File: src/rtl/frz_pkg.sv
package frz_pkg;
   localparam int unsigned FRZ_MAX_EVT = 32;

   typedef enum logic {
      FRZ_RUN  = 1'b0,
      FRZ_HALT = 1'b1
   } frz_state_e;
endpackage

File: src/rtl/frz_cause_reg.sv
module frz_cause_reg #(
   parameter int unsigned NUM_EVT = 8
) (
   input  logic               clk_i,
   input  logic               rst_ni,
   input  logic [NUM_EVT-1:0] set_i,
   input  logic               clr_i,
   output logic [NUM_EVT-1:0] cause_o,
   output logic               empty_o
);
   for (genvar g = 0; g < NUM_EVT; g++) begin : g_bit
      logic bit_q;
      always_ff @(posedge clk_i or negedge rst_ni) begin
         if (!rst_ni) begin
            bit_q <= 1'b0;
         end else if (set_i[g]) begin
            bit_q <= 1'b1;
         end else if (clr_i) begin
            bit_q <= 1'b0;
         end
      end
      assign cause_o[g] = bit_q;
   end

   assign empty_o = (cause_o == '0);
endmodule

File: src/rtl/frz_event_qual.sv
module frz_event_qual #(
   parameter int unsigned NUM_EVT = 8
) (
   input  logic [NUM_EVT-1:0] evt_i,
   input  logic [NUM_EVT-1:0] enable_i,
   input  logic               hwdbg_en_i,
   output logic               trig_o
);
   logic [NUM_EVT-1:0] hit;

   always_comb begin
      hit    = evt_i & enable_i;
      trig_o = (|hit) & ~hwdbg_en_i;
   end
endmodule

File: src/rtl/frz_state.sv
module frz_state
   import frz_pkg::*;
(
   input  logic clk_i,
   input  logic rst_ni,
   input  logic trig_i,
   input  logic rfi_i,
   input  logic cause_empty_i,
   output logic freeze_o
);
   frz_state_e state_q, state_d;

   always_comb begin
      state_d = state_q;
      if (trig_i) begin
         state_d = FRZ_HALT;
      end else if (rfi_i && cause_empty_i) begin
         state_d = FRZ_RUN;
      end
   end

   always_ff @(posedge clk_i or negedge rst_ni) begin
      if (!rst_ni) begin
         state_q <= FRZ_RUN;
      end else begin
         state_q <= state_d;
      end
   end

   assign freeze_o = (state_q == FRZ_HALT);
endmodule

File: src/rtl/frz_ctrl.sv
module frz_ctrl
   import frz_pkg::*;
#(
   parameter int unsigned NUM_EVT = 8
) (
   input  logic               clk_i,
   input  logic               rst_ni,
   input  logic               hwdbg_en_i,
   input  logic [NUM_EVT-1:0] evt_pulse_i,
   input  logic [NUM_EVT-1:0] evt_enable_i,
   input  logic               cause_clr_i,
   input  logic               rfi_i,
   output logic [NUM_EVT-1:0] cause_o,
   output logic               freeze_o,
   output logic               freeze_pin_o
);
   initial begin
      if (NUM_EVT < 1 || NUM_EVT > FRZ_MAX_EVT) begin
         $error("frz_ctrl: NUM_EVT out of range");
      end
   end

   logic trig;
   logic cause_empty;
   logic frz;

   frz_cause_reg #(.NUM_EVT(NUM_EVT)) cause_i (
      .clk_i   (clk_i),
      .rst_ni  (rst_ni),
      .set_i   (evt_pulse_i),
      .clr_i   (cause_clr_i),
      .cause_o (cause_o),
      .empty_o (cause_empty)
   );

   frz_event_qual #(.NUM_EVT(NUM_EVT)) qual_i (
      .evt_i      (evt_pulse_i),
      .enable_i   (evt_enable_i),
      .hwdbg_en_i (hwdbg_en_i),
      .trig_o     (trig)
   );

   frz_state state_i (
      .clk_i         (clk_i),
      .rst_ni        (rst_ni),
      .trig_i        (trig),
      .rfi_i         (rfi_i),
      .cause_empty_i (cause_empty),
      .freeze_o      (frz)
   );

   assign freeze_o     = frz;
   assign freeze_pin_o = frz;
endmodule

File: config.mk
export PLATFORM = sky130hd
export DESIGN_NAME = frz_ctrl
export DESIGN_NICKNAME = d
export VERILOG_FILES = /design/src/rtl/frz_pkg.sv /design/src/rtl/frz_cause_reg.sv /design/src/rtl/frz_event_qual.sv /design/src/rtl/frz_state.sv /design/src/rtl/frz_ctrl.sv
export SDC_FILE = /design/constraint.sdc
export NUM_CORES = 1
export LEC_CHECK = 0
export BUFFER_PORTS_ARGS = -buffer_cell sky130_fd_sc_hd__buf_2
export CAP_MARGIN = 20
export CORE_AREA = 2 2 39 41
export CTS_CLUSTER_DIAMETER = 40
export DETAILED_ROUTE_END_ITERATION = 12
export DIE_AREA = 0 0 41 43
export PLACE_DENSITY = 0.72
export SLEW_MARGIN = 20
export SYNTH_ARGS = -nofsm -noshare
export SYNTH_HDL_FRONTEND = slang
export SYNTH_SLANG_ARGS = --single-unit
File: constraint.sdc
create_clock -name clk_i -period 0.9 [get_ports clk_i]
set_input_delay 0.045 -clock clk_i [delete_from_list [all_inputs] [get_ports clk_i]]
set_output_delay 0.045 -clock clk_i [all_outputs]
set_load 0.02 [all_outputs]
Word level (Yosys, flattened, before mapping):

Cells that the tools add are included.
W data, S select, Z words.

* bits of input ports: 21
* bits in latches: 0
* register bits: 9
* memory bits (writable): 0
* memories kept: 0
* output and inout bits: 10
* ROM bits: 0

* bitwise gates (word level): 3
* reduce and logical (&&, ||, !) cells: 12
* multiply operators: 0
* mux-type cells: 11
* shifts and indexed selects: 0
* add/subtract/negate cells: 0
* div/mod/pow operators: 0
* $lt $le $gt $ge: 0
* equality and inequality tests: 0

Operator list (count)
* $reduce_bool A2 Y1: 9
* $mux W1: 11
* $and A8 B8 Y8: 1
* $logic_not A8 Y1: 1
* $reduce_or A8 Y1: 1
* $and A1 B1 Y1: 1
* $logic_and A1 B1 Y1: 1
* $not A1 Y1: 1

Longest topological paths before layout:

Gate-level depths: netlist of the first run.

* depth in word-level cells: 4
* depth in mapped cells: 3
* mapped depth without buffers: 3

Cells and area by module:

From an unflattened synthesis of the first run, not the netlist that was laid out.

* cell total of the unflattened synthesis: 37
* area, all modules: 426.7 sq um

Modules (own cells, without submodules)
* frz_cause_reg: seq. area each 200.2 sq um, area each 344.1 sq um, cells an instance 28, times used 1
* frz_event_qual: seq. area each 0.0 sq um, area each 38.8 sq um, cells an instance 5, times used 1
* frz_state: seq. area each 25.0 sq um, area each 36.3 sq um, cells an instance 3, times used 1
* frz_ctrl: seq. area each 0.0 sq um, area each 7.5 sq um, cells an instance 1, times used 1

Worst setup path after synthesis of the first run:

Ideal clock, no wire load.

* kind: register -> register
* from: register cause_i.g_bit[2].bit_q
* to: register state_i.state_q (netlist: state_i.freeze_o)
* clock period less this slack: 1.025 ns
* cell stages (with the launch flop): 4
* arrival: 0.907 ns
* library setup time: 0.118 ns
* path slack: -0.125 ns
* path through: dfrtp_1 -> nor4_2 -> nand4b_1 -> a21o_1

* longest elaborated chain between the ends: 3

Ends and longest elaborated chain
* start, declared: line frz_cause_reg.sv:12 `logic bit_q;`
* start signal, assigned: line frz_cause_reg.sv:15 `bit_q <= 1'b0;`
* start signal, assigned: line frz_cause_reg.sv:17 `bit_q <= 1'b1;`
* start signal, assigned: line frz_cause_reg.sv:19 `bit_q <= 1'b0;`
* $logic_not A8 Y1: line frz_cause_reg.sv:25 `assign empty_o = (cause_o == '0);`
* $logic_and A1 B1 Y1: line frz_state.sv:17 `end else if (rfi_i && cause_empty_i) begin`
* $reduce_bool A2 Y1 (no source line)
* end signal, assigned: line frz_state.sv:26 `state_q <= state_d;`
* end, declared: line frz_state.sv:11 `frz_state_e state_q, state_d;`

Every way passes these cells.
A chain may end at the register's enable or synchronous reset.

Worst setup path in the final report of the first run:

* from: register cause_i.g_bit[5].bit_q
* to: register state_i.state_q (netlist: state_i.freeze_o)

* longest elaborated chain between the ends: 3

Ends and longest elaborated chain (line)
* start, declared: frz_cause_reg.sv:12
* start signal, assigned: frz_cause_reg.sv:15
* start signal, assigned: frz_cause_reg.sv:17
* start signal, assigned: frz_cause_reg.sv:19
* $logic_not A8 Y1: frz_cause_reg.sv:25
* $logic_and A1 B1 Y1: frz_state.sv:17
* $reduce_bool A2 Y1 (no source line)

Every way passes these cells.

==> impl_metrics.ini, run 1 <==
[yosys]
synth_top_cells_by_area = sky130_fd_sc_hd__dfrtp_1 (52%), sky130_fd_sc_hd__buf_4 (16%), sky130_fd_sc_hd__a21o_1 (14%)
yosys_warnings = 0
syn_area_um2 = 430
synth.largest_area_cell = sky130_fd_sc_hd__dfrtp_1
avgSynthCellArea_um2 = 12.0
syn-num-nets = 57
syn-instance-count = 36
distinct_cell_type_count_of_the_synthesized_netlist = 10
synthDominantCellAreaShare = 0.523
ys_seq_elements = 9
ys_seq_area_frac = 0.523

[outcome]
violations_in_the_final_reports = negative hold slack, negative setup slack
run_status = complete, but fails checks

[routing]
drt-initial-drc-count = 3
vias_per_cell = 4.58
routed_wire_length_per_instance_um = 11.7
detailroute.via_count = 435
drt_first_pass_iters = 3
detail-route-antenna-nets = 0
drc = 0
final_wirelength_mm = 1.11

[grt]
number_of_antenna_violations_at_the_first_check_in_global_routing = 0
grt.overflow.total = 0
grt_first_pass_wirelength_mm = 1.86
grt_use_total = 0.164
grt_max_degree = 10
first_global_vias = 450

[power_and_ir_drop]
power_per_cell_area_nw_per_um2 = 1320
totalPowerFinal_mw = 1.04
ir_worst_vdd_mv = 0.836
p_leak_nw = 0.393

[placement]
gp_congestion = 0.723
numPortBuffers = 30
detailedPlacementHpwl_um = 842
pre_cts_ws_ns = -0.156
placed_cell_area_um2 = 586

[die]
effective_utilization_at_floorplan = 0.311
die_h_um = 43
fp.dieW_um = 41
rows = 14
boundaryPins = 31
core_region_area_um2 = 1380
area_enclosed_by_the_die_boundary_um2 = 1760

[setup_path]
worstPathRequired_ns = 1.05
setup.worst_path.start = cause_i.g_bit[5].bit_q$_DFFE_PN0P_
worstPathMaxFanout = 2
critical_path.endpoint_type = flip-flop
worstPathArrival_ns = 1.21
cp-start-kind = flip-flop
r2r-start = cause_i.g_bit[5].bit_q$_DFFE_PN0P_
timing.setup.critical_path_class = reg -> reg

[sta]
period_share = 1.18
slew_headroom = 0.832
hold_ws_ns = -0.00208
max_slew_violation_count = 0
finalWorstSetupSlack_ns = -0.160
fmax_ghz = 0.944
number_of_endpoints_failing_setup_at_the_final_stage = 8
grt_setup_unrepaired = yes
finalWorstPathRequiredPeriod_ns = 1.06
fin_skew_ns = 0.00345
finalHoldViolations = 1
tightestPinTransition_ns = 0.251

[cts]
htree_depth = 1
clkTransAtPathRegs_ns = 0.06
clock_sinks = 9
cts_inserted_buffers = 3
cts.path.max_buffers = 2
root_driver = sky130_fd_sc_hd__clkbuf_4
clock_latency_ns = 0.26
tritoncts_clock_tree = done

[run]
drv_cap = 0

[layout]
antenna_diodes = 0
layout.cell_area.non_filler_um2 = 788
area_growth_pct = 83.1
layout_cell_share_with_drive_strength_beyond_1 = 0.570
final.fill_count = 130
design.final.nets = 101
seqCellArea_um2 = 225
multi_input_area_um2 = 134

[min_path]
worst_hold_startpoint = evt_pulse_i[1]
worstHoldPathType = in -> reg
## flip-flops by register name, summed over array words and instances, names as in the netlist
| name | cells |
|---|---|
| cause_i.g_bit.bit_q | 8 |
| state_i.freeze_o | 1 |
## layout by cell type, fill, tap and decap left out
cell type,count
sky130_fd_sc_hd__clkbuf_1,1
sky130_fd_sc_hd__nor3_1,1
sky130_fd_sc_hd__nand4b_1,1
sky130_fd_sc_hd__a21o_1,8
sky130_fd_sc_hd__inv_1,1
sky130_fd_sc_hd__dfrtp_1,9
sky130_fd_sc_hd__buf_4,2
sky130_fd_sc_hd__nor4_2,1
sky130_fd_sc_hd__buf_2,23
sky130_fd_sc_hd__a21o_2,1
sky130_fd_sc_hd__a22oi_1,4
sky130_fd_sc_hd__buf_6,15
sky130_fd_sc_hd__clkbuf_4,3
sky130_fd_sc_hd__a41oi_1,1
sky130_fd_sc_hd__dlygate4sd3_1,8
## layer usage
layer  GRT usage  wire (um)  vias up
met3      0.0471         78        2
li1            -          -      208
met4      0.0800         19        0
met1       0.187        446      204
met2       0.263        562       21
met5           0          0        -
## worst max-delay path, cell delays in order (launching register included)
cell,delay [ns]
sky130_fd_sc_hd__dfrtp_1,0.40
sky130_fd_sc_hd__nor4_2,0.26
sky130_fd_sc_hd__nand4b_1,0.12
sky130_fd_sc_hd__a21o_1,0.18
## cell usage after synthesis
cell type / instances
sky130_fd_sc_hd__buf_4: 9
sky130_fd_sc_hd__a21o_1: 8
sky130_fd_sc_hd__a21o_2: 1
sky130_fd_sc_hd__a22oi_1: 4
sky130_fd_sc_hd__nand4b_1: 1
sky130_fd_sc_hd__nor3_1: 1
sky130_fd_sc_hd__nor4_2: 1
sky130_fd_sc_hd__a41oi_1: 1
sky130_fd_sc_hd__inv_1: 1
sky130_fd_sc_hd__dfrtp_1: 9
## kinds of logic after synthesis
kind of cell,share of synthesized area
DFF,0.523
and+or+nand+nor,0.0610
buffers and inverters,0.166
AOI/OAI and AO/OA,0.250
## power breakdown
part           leakage [nW]  switching, mW  internal, mW
clock                0.0150          0.145         0.171
sequential           0.0948         0.0196         0.429
combinational         0.283          0.105         0.171
## metrics by stage
stage          TNS (ns)  instances   util
2_1_floorplan    -0.102         36      -
3_5_place_dp     -0.156         80  0.423
3_3_place_gp     -0.116         80  0.423
6_report         -0.569         95  0.570
4_1_cts          -0.616         94  0.564
5_1_grt          -0.852         95  0.570
## final timing paths
check                                                      to  slack (ns)  cells past startpoint
setup / recovery                 state_i.freeze_o$_DFFE_PN0P_       -0.16                      3
hold / removal             cause_i.g_bit[1].bit_q$_DFFE_PN0P_      -0.002                      2
setup reg to reg                 state_i.freeze_o$_DFFE_PN0P_       -0.16                      3
hold reg to reg            cause_i.g_bit[6].bit_q$_DFFE_PN0P_        0.50                      1
max in group asynchronous  cause_i.g_bit[7].bit_q$_DFFE_PN0P_        0.56                      2
min in group asynchronous  cause_i.g_bit[2].bit_q$_DFFE_PN0P_        0.17                      2
## timing repair
action | in CTS | in global routing
endpoints found under the hold margin | 16 | 0
setup buffers | 2 | 1
setup endpoints to repair | 8 | 10
gates resized for setup | 22 | 0
hold buffers | 8 | 0
## final cells by class
class | count | share of cell area
repair buffers | 48 | 0.481
multi-input cells | 17 | 0.170
inverters | 1 | 0.00476
well taps | 16 | 0.0254
clock buffers | 4 | 0.0333
flip-flops and latches | 9 | 0.286
Power figures use the tool's default switching activity.
==> run 2: changes to the inputs <==
--- a/config.mk
+++ b/config.mk
@@ -16,3 +16,4 @@
 export SYNTH_ARGS = -nofsm -noshare
 export SYNTH_HDL_FRONTEND = slang
 export SYNTH_SLANG_ARGS = --single-unit
+export TNS_END_PERCENT = 5
==> impl_metrics.ini, run 2 (same netlist as run 1, synthesis figures left out) <==
[sta]
tns_ns = -0.452
period_share = 1.18
fmax_ghz = 0.942
finalWorstSetupSlack_ns = -0.161
number_of_endpoints_failing_setup_at_the_final_stage = 8
grt_setup_unrepaired = yes
fin_skew_ns = 0.00435
hold_ws_ns = -0.00327
finalHoldViolations = 1
finalWorstPathRequiredPeriod_ns = 1.06
max_slew_violation_count = 0
tightestPinTransition_ns = 0.248
slew_headroom = 0.834

[routing]
detailroute.via_count = 417
drt_first_pass_iters = 3
final_wirelength_mm = 1.07
vias_per_cell = 4.53
routed_wire_length_per_instance_um = 11.6
drc = 0
detail-route-antenna-nets = 0
drt-initial-drc-count = 5

[setup_path]
setup.worst_path.start = cause_i.g_bit[5].bit_q$_DFFE_PN0P_
worstPathMaxFanout = 2
critical_path.endpoint_type = flip-flop
r2r-start = cause_i.g_bit[5].bit_q$_DFFE_PN0P_
slowest_delay_ns = 0.40
worstPathRequired_ns = 1.05
crit_path_cell_trace = nor4_2, nand4b_1, a21o_1
cp-start-kind = flip-flop
worstPathArrival_ns = 1.21
timing.setup.critical_path_class = reg -> reg
crit_slowest_cell = sky130_fd_sc_hd__dfrtp_1

[power_and_ir_drop]
netSwitchingPower_mw = 0.262
p_leak_nw = 0.376
clock_power_share = 0.307
internal_power_of_the_cells_mw = 0.757
power.combinational.fraction = 0.252
ir_worst_vdd_mv = 0.807
power_per_cell_area_nw_per_um2 = 1340
seq_power_share = 0.440
power.switching_fraction = 0.257

[placement]
numPortBuffers = 30
detailedPlacementHpwl_um = 842
gp_congestion = 0.723
pre_cts_ws_ns = -0.156

[die]
fp.dieW_um = 41
area_enclosed_by_the_die_boundary_um2 = 1760
rows = 14
core_region_area_um2 = 1380
effective_utilization_at_floorplan = 0.311
boundaryPins = 31
die_h_um = 43

[cts]
cts.path.max_buffers = 2
clock_sinks = 9
root_driver = sky130_fd_sc_hd__clkbuf_4
cts_inserted_buffers = 3
tritoncts_clock_tree = done
htree_depth = 1
clkTransAtPathRegs_ns = 0.06
clock_latency_ns = 0.26

[grt]
grt_max_degree = 10
grt.overflow.total = 0
grt_use_total = 0.160
number_of_antenna_violations_at_the_first_check_in_global_routing = 0
first_global_vias = 442
grt_first_pass_wirelength_mm = 1.81

[layout]
mostFrequentLayoutCell = sky130_fd_sc_hd__buf_2
design.final.nets = 98
antenna_diodes = 0
layout_cell_share_with_drive_strength_beyond_1 = 0.553
final_cell_mix = sky130_fd_sc_hd__buf_2 (23), sky130_fd_sc_hd__buf_6 (13), sky130_fd_sc_hd__dfrtp_1 (9)
largest_register_ffs = 8
area_growth_pct = 76.2
regMostFlops = cause_i.g_bit.bit_q

[min_path]
worst_hold_startpoint = evt_pulse_i[1]
worstHoldPathType = in -> reg

[outcome]
run_status = complete, but fails checks
violations_in_the_final_reports = negative hold slack, negative setup slack

[run]
drv_cap = 0
==> run 2: per-stage QoR <==
stage / util / power [mW] / hold slack (ns) / area [um^2] / cells
after CTS: 0.548 / 1.03 / 0.00260 / 758 / 92
after detailed placement: 0.423 / 0.645 / -0.0952 / 586 / 80
after floorplan: - / 0.558 / -0.251 / 430 / 36
after global routing: 0.548 / 1.08 / 0.0110 / 758 / 92
after global placement: 0.423 / 0.640 / -0.0972 / 586 / 80
final: 0.548 / 1.02 / -0.00327 / 758 / 92
==> run 2: path summary, 6_finish.rpt <==
kind,endpoint,slack [ns],depth (start not counted)
setup / recovery,state_i.freeze_o$_DFFE_PN0P_,-0.16,3
min in group asynchronous,cause_i.g_bit[2].bit_q$_DFFE_PN0P_,0.17,2
hold / removal,cause_i.g_bit[1].bit_q$_DFFE_PN0P_,-0.003,2
hold reg to reg,cause_i.g_bit[6].bit_q$_DFFE_PN0P_,0.50,1
setup reg to reg,state_i.freeze_o$_DFFE_PN0P_,-0.16,3
max in group asynchronous,cause_i.g_bit[7].bit_q$_DFFE_PN0P_,0.56,2
==> run 2: critical path: cells and delay by family (launching register included) <==
kind / cells / cell delay (ns)
flops: 1 / 0.40
simple gates: 2 / 0.38
compound gates: 1 / 0.18
==> run 2: area by class of cell <==
type	count	area (um^2)
Fill cell	137	626
Timing Repair Buffer	45	349
Sequential cell	9	225
Multi-Input combinational cell	17	134
Clock buffer	4	26.3
Tap cell	16	20.0
Inverter	1	3.75
==> run 2: power by group through the flow <==
stage	registers [mW]	clock network (mW)	logic, mW
floorplan	0.453	0	0.105
global route	0.452	0.345	0.280
global placement	0.452	0	0.189
CTS	0.449	0.320	0.260
detailed placement	0.453	0	0.192
finish	0.449	0.313	0.257
==> run 2: what timing repair did <==
item / 4_1_cts / 5_1_grt
resized for setup: 20 / 0
endpoints found under the setup margin: 8 / 8
buffers inserted: 0 / 0
hold buffers: 8 / 0
endpoints found under the hold margin: 16 / 0
==> run 2: metal layers <==
layer	share of wire	GRT usage
met3	0.068	0.0471
met5	0	0
met1	0.40	0.174
met2	0.51	0.263
met4	0.018	0.0800
==> run 3: changes to the inputs <==
--- a/config.mk
+++ b/config.mk
@@ -11,6 +11,7 @@
 export CTS_CLUSTER_DIAMETER = 40
 export DETAILED_ROUTE_END_ITERATION = 12
 export DIE_AREA = 0 0 41 43
+export HOLD_SLACK_MARGIN = 0.15
 export PLACE_DENSITY = 0.72
 export SLEW_MARGIN = 20
 export SYNTH_ARGS = -nofsm -noshare
==> constraint.sdc (replaced) <==
create_clock -name clk_i -period 0.9 [get_ports clk_i]
set_input_delay 0.045 -clock clk_i [delete_from_list [all_inputs] [get_ports clk_i]]
set_output_delay 0.045 -clock clk_i [all_outputs]
set_load 0.05 [all_outputs]
==> impl_metrics.ini, run 3 (same netlist as run 1, synthesis figures left out) <==
[outcome]
run_status = complete, but fails checks
violations_in_the_final_reports = negative setup slack

[placement]
gp_congestion = 0.723
detailedPlacementHpwl_um = 842
placed_cell_area_um2 = 586
numPortBuffers = 30

[grt]
grt_first_pass_wirelength_mm = 1.90
grt_max_degree = 10
first_global_vias = 447
grt_use_total = 0.169
number_of_antenna_violations_at_the_first_check_in_global_routing = 0
grt.overflow.total = 0

[cts]
root_driver = sky130_fd_sc_hd__clkbuf_4
cts_inserted_buffers = 3
postCtsSetupRepairBufs = 0
clock_sinks = 9
htree_depth = 1
clkTransAtPathRegs_ns = 0.06
tritoncts_clock_tree = done
cts.path.max_buffers = 2
clock_latency_ns = 0.26

[die]
effective_utilization_at_floorplan = 0.311
die_h_um = 43
core_region_area_um2 = 1380
fp.dieW_um = 41
rows = 14
area_enclosed_by_the_die_boundary_um2 = 1760
boundaryPins = 31

[layout]
layout.core_utilization = 0.567
mostFrequentLayoutCell = sky130_fd_sc_hd__buf_2
area_growth_pct = 82.3
final_cell_mix = sky130_fd_sc_hd__buf_2 (20), sky130_fd_sc_hd__dlygate4sd3_1 (11), sky130_fd_sc_hd__buf_6 (10)
final.fill_count = 132
design.final.nets = 101
largest_register_ffs = 8
layout_cell_share_with_drive_strength_beyond_1 = 0.532
regMostFlops = cause_i.g_bit.bit_q
antenna_diodes = 0
layout.cell_area.non_filler_um2 = 785

[sta]
finalHoldViolations = 0
grt_setup_unrepaired = yes
fin_skew_ns = 0.00572
max_slew_violation_count = 0
finalWorstSetupSlack_ns = -0.173
period_share = 1.19
fmax_ghz = 0.932
tightestPinTransition_ns = 0.239
number_of_endpoints_failing_setup_at_the_final_stage = 8
finalWorstPathRequiredPeriod_ns = 1.07
slew_headroom = 0.841
tns_ns = -0.702

[setup_path]
crit_path_cell_trace = nor4_2, nand4b_1, a21o_1
cp-start-kind = flip-flop
worstPathArrival_ns = 1.22
worstPathRequired_ns = 1.05
critical_path.endpoint_type = flip-flop
worstPathMaxFanout = 2
slowest_delay_ns = 0.39
r2r_setup_slack_ns = -0.17
crit_slowest_cell = sky130_fd_sc_hd__dfrtp_1
timing.setup.critical_path_class = reg -> reg

[routing]
final_wirelength_mm = 1.17
drc = 0
detailroute.via_count = 424
drt_first_pass_iters = 2
detail-route-antenna-nets = 0
vias_per_cell = 4.46
drt-initial-drc-count = 5
routed_wire_length_per_instance_um = 12.3

[run]
drv_cap = 0

[power_and_ir_drop]
ir_worst_vdd_mv = 0.758
power_per_cell_area_nw_per_um2 = 1380
p_leak_nw = 0.390

[min_path]
worstHoldPathType = in -> async
[run 3: changes by cell type in the layout (fill, tap and decap cells not counted), sizes merged]
| cell | previous run | this run |
|---|---|---|
| dlygate4sd3 | 8 | 11 |
[run 3: power by group]
group / internal (mW) / switching [mW]
logic: 0.159 / 0.161
registers: 0.429 / 0.0175
clock network: 0.171 / 0.142
[run 3: worst max-delay path: cells and delay by family, from the launching register on]
family	cells	cell delay, ns
compound gates	1	0.18
flops	1	0.39
simple gates	2	0.39
[run 3: metrics by stage]
| step | hold slack, ns | instances | setup WS (ns) | total power [mW] |
|---|---|---|---|---|
| 6_report | 0.172 | 95 | -0.173 | 1.08 |
| 5_1_grt | 0.182 | 95 | -0.203 | 1.14 |
| 4_1_cts | 0.167 | 95 | -0.174 | 1.09 |
| 3_5_place_dp | -0.0952 | 80 | -0.156 | 0.703 |
| 3_3_place_gp | -0.0972 | 80 | -0.116 | 0.698 |
| 2_1_floorplan | -0.251 | 36 | -0.102 | 0.617 |
[run 3: what timing repair did]
action | CTS | global route
gates resized for setup | 17 | 3
endpoints found under the setup margin | 11 | 11
pin swaps | 0 | 1
hold buffers | 11 | 0
hold endpoints to repair | 18 | 0
[run 3: per-layer routing]
metal / vias to the layer above / GRT usage / wire [um]
met3: 2 / 0.0471 / 70
met5: - / 0 / 0
met1: 194 / 0.177 / 468
li1: 208 / - / -
met4: 0 / 0.0800 / 19
met2: 20 / 0.288 / 608
[run 3: final timing paths]
check                                                    from                            endpoint  cells past startpoint
min in group clk_i                                cause_clr_i  cause_i.g_bit[0].bit_q$_DFFE_PN0P_                      3
max in group asynchronous                              rst_ni  cause_i.g_bit[7].bit_q$_DFFE_PN0P_                      2
min                                                    rst_ni  cause_i.g_bit[2].bit_q$_DFFE_PN0P_                      2
min reg2reg                cause_i.g_bit[6].bit_q$_DFFE_PN0P_  cause_i.g_bit[6].bit_q$_DFFE_PN0P_                      1
max                        cause_i.g_bit[2].bit_q$_DFFE_PN0P_        state_i.freeze_o$_DFFE_PN0P_                      3
max reg2reg                cause_i.g_bit[2].bit_q$_DFFE_PN0P_        state_i.freeze_o$_DFFE_PN0P_                      3
[run 3: cell type report]
class | count | area (um^2) | share of cell area
flip-flops and latches | 9 | 225 | 0.287
clock buffers | 4 | 26.3 | 0.0335
repair buffers | 48 | 375 | 0.478
inverters | 1 | 3.75 | 0.00478
well taps | 16 | 20.0 | 0.0255
multi-input cells | 17 | 134 | 0.171
